==> src/rtl/pfc_pkg.sv <==
package pfc_pkg;
  typedef enum logic [1:0] {
    SZ_RSV_LO = 2'b00,
    SZ_HALF   = 2'b01,
    SZ_SINGLE = 2'b10,
    SZ_RSV_HI = 2'b11
  } elem_size_e;

  localparam int unsigned HALF_W   = 16;
  localparam int unsigned HALF_EW  = 5;
  localparam int unsigned HALF_MW  = 10;
  localparam int unsigned SINGLE_W = 32;
  localparam int unsigned SINGLE_EW = 8;
  localparam int unsigned SINGLE_MW = 23;
endpackage

==> src/rtl/pfc_decode.sv <==
module pfc_decode
  import pfc_pkg::*;
#(
  parameter int unsigned IDX_W = 5
) (
  input  logic [1:0]       size,
  input  logic             half_ok,
  input  logic             wide,
  input  logic [IDX_W-1:0] dst_idx,
  input  logic [IDX_W-1:0] src_idx,
  output logic             undef,
  output logic             is_half
);
  logic bad_size;
  logic bad_pair;

  always_comb begin
    bad_size = 1'b0;
    is_half  = 1'b0;
    case (elem_size_e'(size))
      SZ_HALF: begin
        is_half  = 1'b1;
        bad_size = !half_ok;
      end
      SZ_SINGLE: bad_size = 1'b0;
      default:   bad_size = 1'b1;
    endcase
    bad_pair = wide && (dst_idx[0] || src_idx[0]);
    undef    = bad_size || bad_pair;
  end
endmodule

==> src/rtl/pfc_lane.sv <==
module pfc_lane #(
  parameter int unsigned IW = 16,
  parameter int unsigned EW = 5,
  parameter int unsigned MW = 10
) (
  input  logic [IW-1:0] fp,
  input  logic          en,
  input  logic          uns,
  output logic [IW-1:0] res,
  output logic          inv,
  output logic          inx
);
  localparam int unsigned BIAS = (1 << (EW - 1)) - 1;
  localparam int unsigned FW   = IW + MW + 1;
  localparam logic [EW-1:0] EXP_ALL = '1;
  localparam logic [IW:0] NEG_LIM = (IW + 1)'(1) << (IW - 1);
  localparam logic [IW-1:0] S_MAX = {1'b0, {(IW - 1){1'b1}}};
  localparam logic [IW-1:0] S_MIN = {1'b1, {(IW - 1){1'b0}}};

  logic                sgn;
  logic [EW-1:0]       ex;
  logic [MW-1:0]       man;
  logic signed [EW+1:0] ue;
  logic [EW+1:0]       shamt;
  logic [FW-1:0]       fix;
  logic [IW:0]         imag;
  logic [IW:0]         fmag;
  logic                frac;
  logic                big;

  always_comb begin
    sgn   = fp[IW-1];
    ex    = fp[IW-2 -: EW];
    man   = fp[MW-1:0];
    ue    = $signed({2'b00, ex}) - $signed((EW + 2)'(BIAS));
    shamt = ue;
    fix   = '0;
    big   = 1'b0;
    frac  = 1'b0;
    if (ue >= $signed((EW + 2)'(IW))) begin
      big = 1'b1;
    end else if (!ue[EW+1]) begin
      fix = FW'({1'b1, man}) << shamt;
    end else begin
      frac = 1'b1;
    end
    imag = fix[FW-1:MW];
    frac = frac || (|fix[MW-1:0]);
    fmag = imag + (IW + 1)'(sgn && frac);

    res = '0;
    inv = 1'b0;
    inx = 1'b0;
    if (!en) begin
      res = '0;
    end else if (ex == EXP_ALL) begin
      inv = 1'b1;
      if (man == '0) begin
        if (uns) res = sgn ? '0 : '1;
        else     res = sgn ? S_MIN : S_MAX;
      end
    end else if (ex == '0) begin
      res = '0;
    end else if (uns) begin
      if (sgn) begin
        inv = 1'b1;
      end else if (big || imag[IW]) begin
        inv = 1'b1;
        res = '1;
      end else begin
        res = imag[IW-1:0];
        inx = frac;
      end
    end else if (!sgn) begin
      if (big || imag[IW] || imag[IW-1]) begin
        inv = 1'b1;
        res = S_MAX;
      end else begin
        res = imag[IW-1:0];
        inx = frac;
      end
    end else begin
      if (big || (fmag > NEG_LIM)) begin
        inv = 1'b1;
        res = S_MIN;
      end else begin
        res = -fmag[IW-1:0];
        inx = frac;
      end
    end
  end
endmodule

==> src/rtl/pfc_lane_array.sv <==
module pfc_lane_array #(
  parameter int unsigned IW = 16,
  parameter int unsigned EW = 5,
  parameter int unsigned MW = 10,
  parameter int unsigned NL = 8
) (
  input  logic [NL*IW-1:0] src,
  input  logic [NL-1:0]    en,
  input  logic             uns,
  output logic [NL*IW-1:0] dst,
  output logic             inv,
  output logic             inx
);
  logic [NL-1:0] inv_l;
  logic [NL-1:0] inx_l;

  for (genvar i = 0; i < NL; i++) begin : g_lane
    pfc_lane #(.IW(IW), .EW(EW), .MW(MW)) u_lane (
      .fp  (src[i*IW +: IW]),
      .en  (en[i]),
      .uns (uns),
      .res (dst[i*IW +: IW]),
      .inv (inv_l[i]),
      .inx (inx_l[i])
    );
  end

  assign inv = |inv_l;
  assign inx = |inx_l;
endmodule

==> src/rtl/pfc_floor_top.sv <==
module pfc_floor_top
  import pfc_pkg::*;
#(
  parameter int unsigned REG_W = 64,
  parameter int unsigned IDX_W = 5
) (
  input  logic                 clk,
  input  logic                 rst_n,
  input  logic                 half_ok,
  input  logic                 in_valid,
  output logic                 in_ready,
  input  logic [2*REG_W-1:0]   in_vec,
  input  logic [1:0]           in_size,
  input  logic                 in_uns,
  input  logic                 in_wide,
  input  logic [IDX_W-1:0]     in_dst_idx,
  input  logic [IDX_W-1:0]     in_src_idx,
  output logic                 out_valid,
  input  logic                 out_ready,
  output logic [2*REG_W-1:0]   out_vec,
  output logic                 out_undef,
  output logic                 out_invalid,
  output logic                 out_inexact
);
  localparam int unsigned VEC_W = 2 * REG_W;
  localparam int unsigned NL16  = VEC_W / HALF_W;
  localparam int unsigned NL32  = VEC_W / SINGLE_W;
  localparam int unsigned LPR16 = REG_W / HALF_W;
  localparam int unsigned LPR32 = REG_W / SINGLE_W;

  logic             undef;
  logic             is_half;
  logic [NL16-1:0]  en16;
  logic [NL32-1:0]  en32;
  logic [VEC_W-1:0] d16, d32, res_vec;
  logic             inv16, inx16, inv32, inx32;
  logic             res_inv, res_inx;
  logic             accept;

  pfc_decode #(.IDX_W(IDX_W)) u_dec (
    .size    (in_size),
    .half_ok (half_ok),
    .wide    (in_wide),
    .dst_idx (in_dst_idx),
    .src_idx (in_src_idx),
    .undef   (undef),
    .is_half (is_half)
  );

  for (genvar i = 0; i < NL16; i++) begin : g_en16
    assign en16[i] = !undef && is_half && ((i < LPR16) ? 1'b1 : in_wide);
  end
  for (genvar i = 0; i < NL32; i++) begin : g_en32
    assign en32[i] = !undef && !is_half && ((i < LPR32) ? 1'b1 : in_wide);
  end

  pfc_lane_array #(.IW(HALF_W), .EW(HALF_EW), .MW(HALF_MW), .NL(NL16)) u_half (
    .src (in_vec),
    .en  (en16),
    .uns (in_uns),
    .dst (d16),
    .inv (inv16),
    .inx (inx16)
  );

  pfc_lane_array #(.IW(SINGLE_W), .EW(SINGLE_EW), .MW(SINGLE_MW), .NL(NL32)) u_single (
    .src (in_vec),
    .en  (en32),
    .uns (in_uns),
    .dst (d32),
    .inv (inv32),
    .inx (inx32)
  );

  always_comb begin
    if (undef) begin
      res_vec = '0;
      res_inv = 1'b0;
      res_inx = 1'b0;
    end else if (is_half) begin
      res_vec = d16;
      res_inv = inv16;
      res_inx = inx16;
    end else begin
      res_vec = d32;
      res_inv = inv32;
      res_inx = inx32;
    end
  end

  assign in_ready = !out_valid || out_ready;
  assign accept   = in_valid && in_ready;

  always_ff @(posedge clk or negedge rst_n) begin
    if (!rst_n) begin
      out_valid   <= 1'b0;
      out_vec     <= '0;
      out_undef   <= 1'b0;
      out_invalid <= 1'b0;
      out_inexact <= 1'b0;
    end else if (accept) begin
      out_valid   <= 1'b1;
      out_vec     <= res_vec;
      out_undef   <= undef;
      out_invalid <= res_inv;
      out_inexact <= res_inx;
    end else if (out_ready) begin
      out_valid   <= 1'b0;
    end
  end
endmodule

==> config.mk <==
export PLATFORM = sky130hd
export DESIGN_NAME = pfc_floor_top
export DESIGN_NICKNAME = d
export VERILOG_FILES = /design/src/rtl/pfc_pkg.sv /design/src/rtl/pfc_decode.sv /design/src/rtl/pfc_lane.sv /design/src/rtl/pfc_lane_array.sv /design/src/rtl/pfc_floor_top.sv
export SDC_FILE = /design/constraint.sdc
export NUM_CORES = 2
export LEC_CHECK = 0
export ABC_AREA = 1
export BUFFER_PORTS_ARGS = -buffer_cell sky130_fd_sc_hd__buf_2
export CAP_MARGIN = 20
export CORE_MARGIN = 10
export CORE_UTILIZATION = 35
export DETAILED_ROUTE_END_ITERATION = 10
export GPL_TIMING_DRIVEN = 0
export MAX_ROUTING_LAYER = met4
export REMOVE_ABC_BUFFERS = 1
export SYNTH_ARGS = -nofsm -noshare
export SYNTH_HDL_FRONTEND = slang
export SYNTH_SLANG_ARGS = --single-unit
==> constraint.sdc <==
create_clock -name clk -period 2 [get_ports clk]
set_input_delay 0.4 -clock clk [delete_from_list [all_inputs] [get_ports clk]]
set_output_delay 0.4 -clock clk [all_outputs]
set_load 0.05 [all_outputs]
==> impl_metrics.json <==
{
  "netlist_area_sq_um": 42900,
  "worstMarginPinSlew_ps": 1540,
  "fin_crit_sh_pct": 248,
  "placement.io_buffers": 271,
  "timing_hold_violations_final": 0,
  "die_area_sq_um": 137000,
  "crit_path_end_kind": "flop",
  "slowest_stage": "o21ai_4",
  "startpoint_type": "primary input",
  "critPathMaxStageDelay_ps": 480,
  "cp-startpoint": "in_vec[29]",
  "synth_area_leaders": "nand2_1 24%, nand3_1 14%, dfrtp_1 7.7%",
  "overflow": 0,
  "wl_um": 208000,
  "yosysTopAreaCell": "nand2_1",
  "fin_nets": 9166,
  "cts_root_buf": "clkbuf_16",
  "ys_types": 72,
  "synthXorXnorAreaFrac_pct": 3.68,
  "antenna_found_initial": 2,
  "power-per-cell-area_nw_per_um2": 432,
  "muxShareOfSynthArea_pct": 0.0467,
  "grt_pass1_wl_um": 313000,
  "worst-path-buf-inv": 3,
  "min_path_type": "in -> async",
  "clkTransAtPathRegs_ps": 90,
  "dp_cells": 10000,
  "drv_slew": 14,
  "ant_nets": 0,
  "firstDrtPassIters": 7,
  "grt_max_degree": 132,
  "drv_cap": 1,
  "synth_edf_count": 0,
  "vias_per_cell": 5.81,
  "htree_num_levels": 4,
  "clkSinkCount": 132,
  "gp_congestion": 1.01,
  "finClkSkew_ps": 24.7,
  "violations": "capacitance limit, slew limit, setup timing",
  "synth-compound-area-share_pct": 19.1,
  "synth_ff_type": "dfrtp_1",
  "postSynthCellCount": 8519,
  "synthSimpleGateAreaFrac_pct": 55.4,
  "yosys.area_share.adder_pct": 2.45,
  "vias": 61400,
  "fin_util_pct": 46.4,
  "fp-row-count": 128,
  "crit_required_ps": 2450,
  "ios": 280,
  "cp_max_fo": 14,
  "grt_use_total_pct": 28.7,
  "area_delta_synth_final_pct": 31.6,
  "synth-async-reset-ratio_pct": 100,
  "cts_made_buffers": 17,
  "critPathKind": "in -> reg",
  "cp_top_family": "simple AND/OR/NAND/NOR gates",
  "die_w_um": 370,
  "grt_pass1_vias": 55500,
  "status": "complete, but fails checks",
  "yosysTopAreaCellShare_pct": 23.9,
  "layout_setup_ws_ps": -2960,
  "yosysSeqAreaShare_pct": 7.70,
  "finalSetupViolations": 131,
  "synth_top_cells_by_count": "2732 x nand2_1, 1162 x nand3_1, 825 x nor2_1",
  "die_h_um": 370,
  "clk_path_buf_depth": 2,
  "drive_gt1_share_pct": 24.9,
  "drt_iter0_markers": 7208,
  "rsz0062_at_grt": "true",
  "routedWlPerCell_um": 19.7,
  "cts_tree": "built",
  "clock_latency_ps": 550,
  "synth.avg_cell_area_sq_um": 5.03,
  "pre_cts_ws_ps": -6230,
  "ys_ff_latch": 132,
  "synth_top_family_by_area": "simple AND/OR/NAND/NOR gates",
  "maxSlewHeadroom_pct": -3.17,
  "yosys_warnings": 0,
  "route.detailed.drc": 0,
  "synthMostInstantiatedCell": "nand2_1",
  "fin_cells": 10600,
  "fin_crit_ps": 4960,
  "r2r_start": "out_valid",
  "coreArea_sq_um": 122000,
  "p_leak_nw": 27.0,
  "crit_arrival_ps": 5410,
  "ir_drop_uv": 808,
  "max_freq_mhz": 202,
  "hpwl_um": 144000,
  "initial_core_util_pct": 35.2
}
-- flip-flops by register name (all words and copies together) (netlist names) --
| name | flops |
|---|---|
| out_inexact | 1 |
| out_vec | 128 |
| out_invalid | 1 |
| out_valid | 1 |
| out_undef | 1 |
-- layout make-up --
type                            instances  area (sq um)
Timing Repair Buffer                  778          6520
Inverter                              825          3450
Tap cell                             1625          2030
Clock buffer                           18           429
Antenna cell                            1          2.50
Clock inverter                         14           154
Sequential cell                       132          3300
Timing Repair inverter                 13          98.8
Fill cell                           13100         65300
Multi-Input combinational cell       7168         40400
-- cell usage in the layout (no fill, tap or decap), types with 19 or more instances in the layout --
cell type   Yosys  routed
a21oi_2         7     103
nor2_4         33     136
nor2_2         66     124
nand2_2        65     283
a21oi_1       556     457
xnor2_1        20      19
inv_1         747     678
buf_6          10      67
nand2_4        17      78
o211ai_1       73      73
xor2_2          5      23
clkinvlp_4      0      47
nand3_2        43     226
ha_1           84      37
buf_2          57     239
o22ai_1        58      55
nand4_1       259     259
nor2_1        825     671
buf_4          29     390
o21ai_2         1      69
or2_2          21      20
nor3_1         83      66
inv_4           3      21
nand3_1      1162     945
dfrtp_1       132     132
xor2_1        151     124
o21ai_0       579     479
nand2_1      2732    2443
a31oi_1        26      21
clkbuf_16       0      20
buf_12          0      35
nand2_8         0      30
nand3_4         2      36
ha_4            0      31
inv_2          53      58
o31ai_1        26      22
o221ai_1       26      26
o21ai_1        71      98
-- per-layer routing --
metal / vias to the layer above / GRT usage, % / routed length, um
li1: 29200 / - / -
met1: 28400 / 36.8 / 86400
met2: 3232 / 44.9 / 93900
met3: 577 / 4.56 / 19300
met4: 0 / 10.8 / 8640
met5: - / - / 0
-- per-stage QoR --
stage / hold WS (ps) / cell area [sq um] / TNS (ps) / power (mW)
after floorplan: 104 / 41000 / -518580 / 12.8
after global placement: 461 / 44400 / -1972190 / 16.7
after detailed placement: 433 / 45100 / -742380 / 16.7
after CTS: 176 / 52200 / -330200 / 22.4
after global routing: 439 / 56400 / -387450 / 25.9
final: 407 / 56400 / -355290 / 24.4
-- power breakdown --
part           total, mW  switching [mW]  internal, mW
Combinational       17.6            11.6          5.92
Sequential          3.30           0.302          2.99
Clock               3.53            1.69          1.84
-- repair_timing --
action / in CTS / in global routing
buffers inserted: 313 / 151
pin swaps: 264 / 398
hold endpoints to repair: 66 / 0
setup endpoints to repair: 131 / 131
gates cloned: 43 / 12
resized for setup: 891 / 761
hold buffers: 1 / 0
-- cells by family after synthesis --
logic type               after synthesis
AND/OR/NAND/NOR                     5381
AO/OA/AOI/OAI                       1493
buffers and inverters               1251
XOR/XNOR                             176
flip-flops                           132
adder cells (fa/ha/maj)               84
multiplexers                           2
-- worst paths after layout --
path	endpoint	slack [ps]	cells after the start
min	out_vec[112]	410	2
min in group clk	out_valid	430	4
max	out_invalid	-2960	34
min reg2reg	out_vec[17]	480	2
max in group asynchronous	out_inexact	680	3
max reg2reg	out_vec[21]	-870	7
Power figures use the tool's default switching activity.
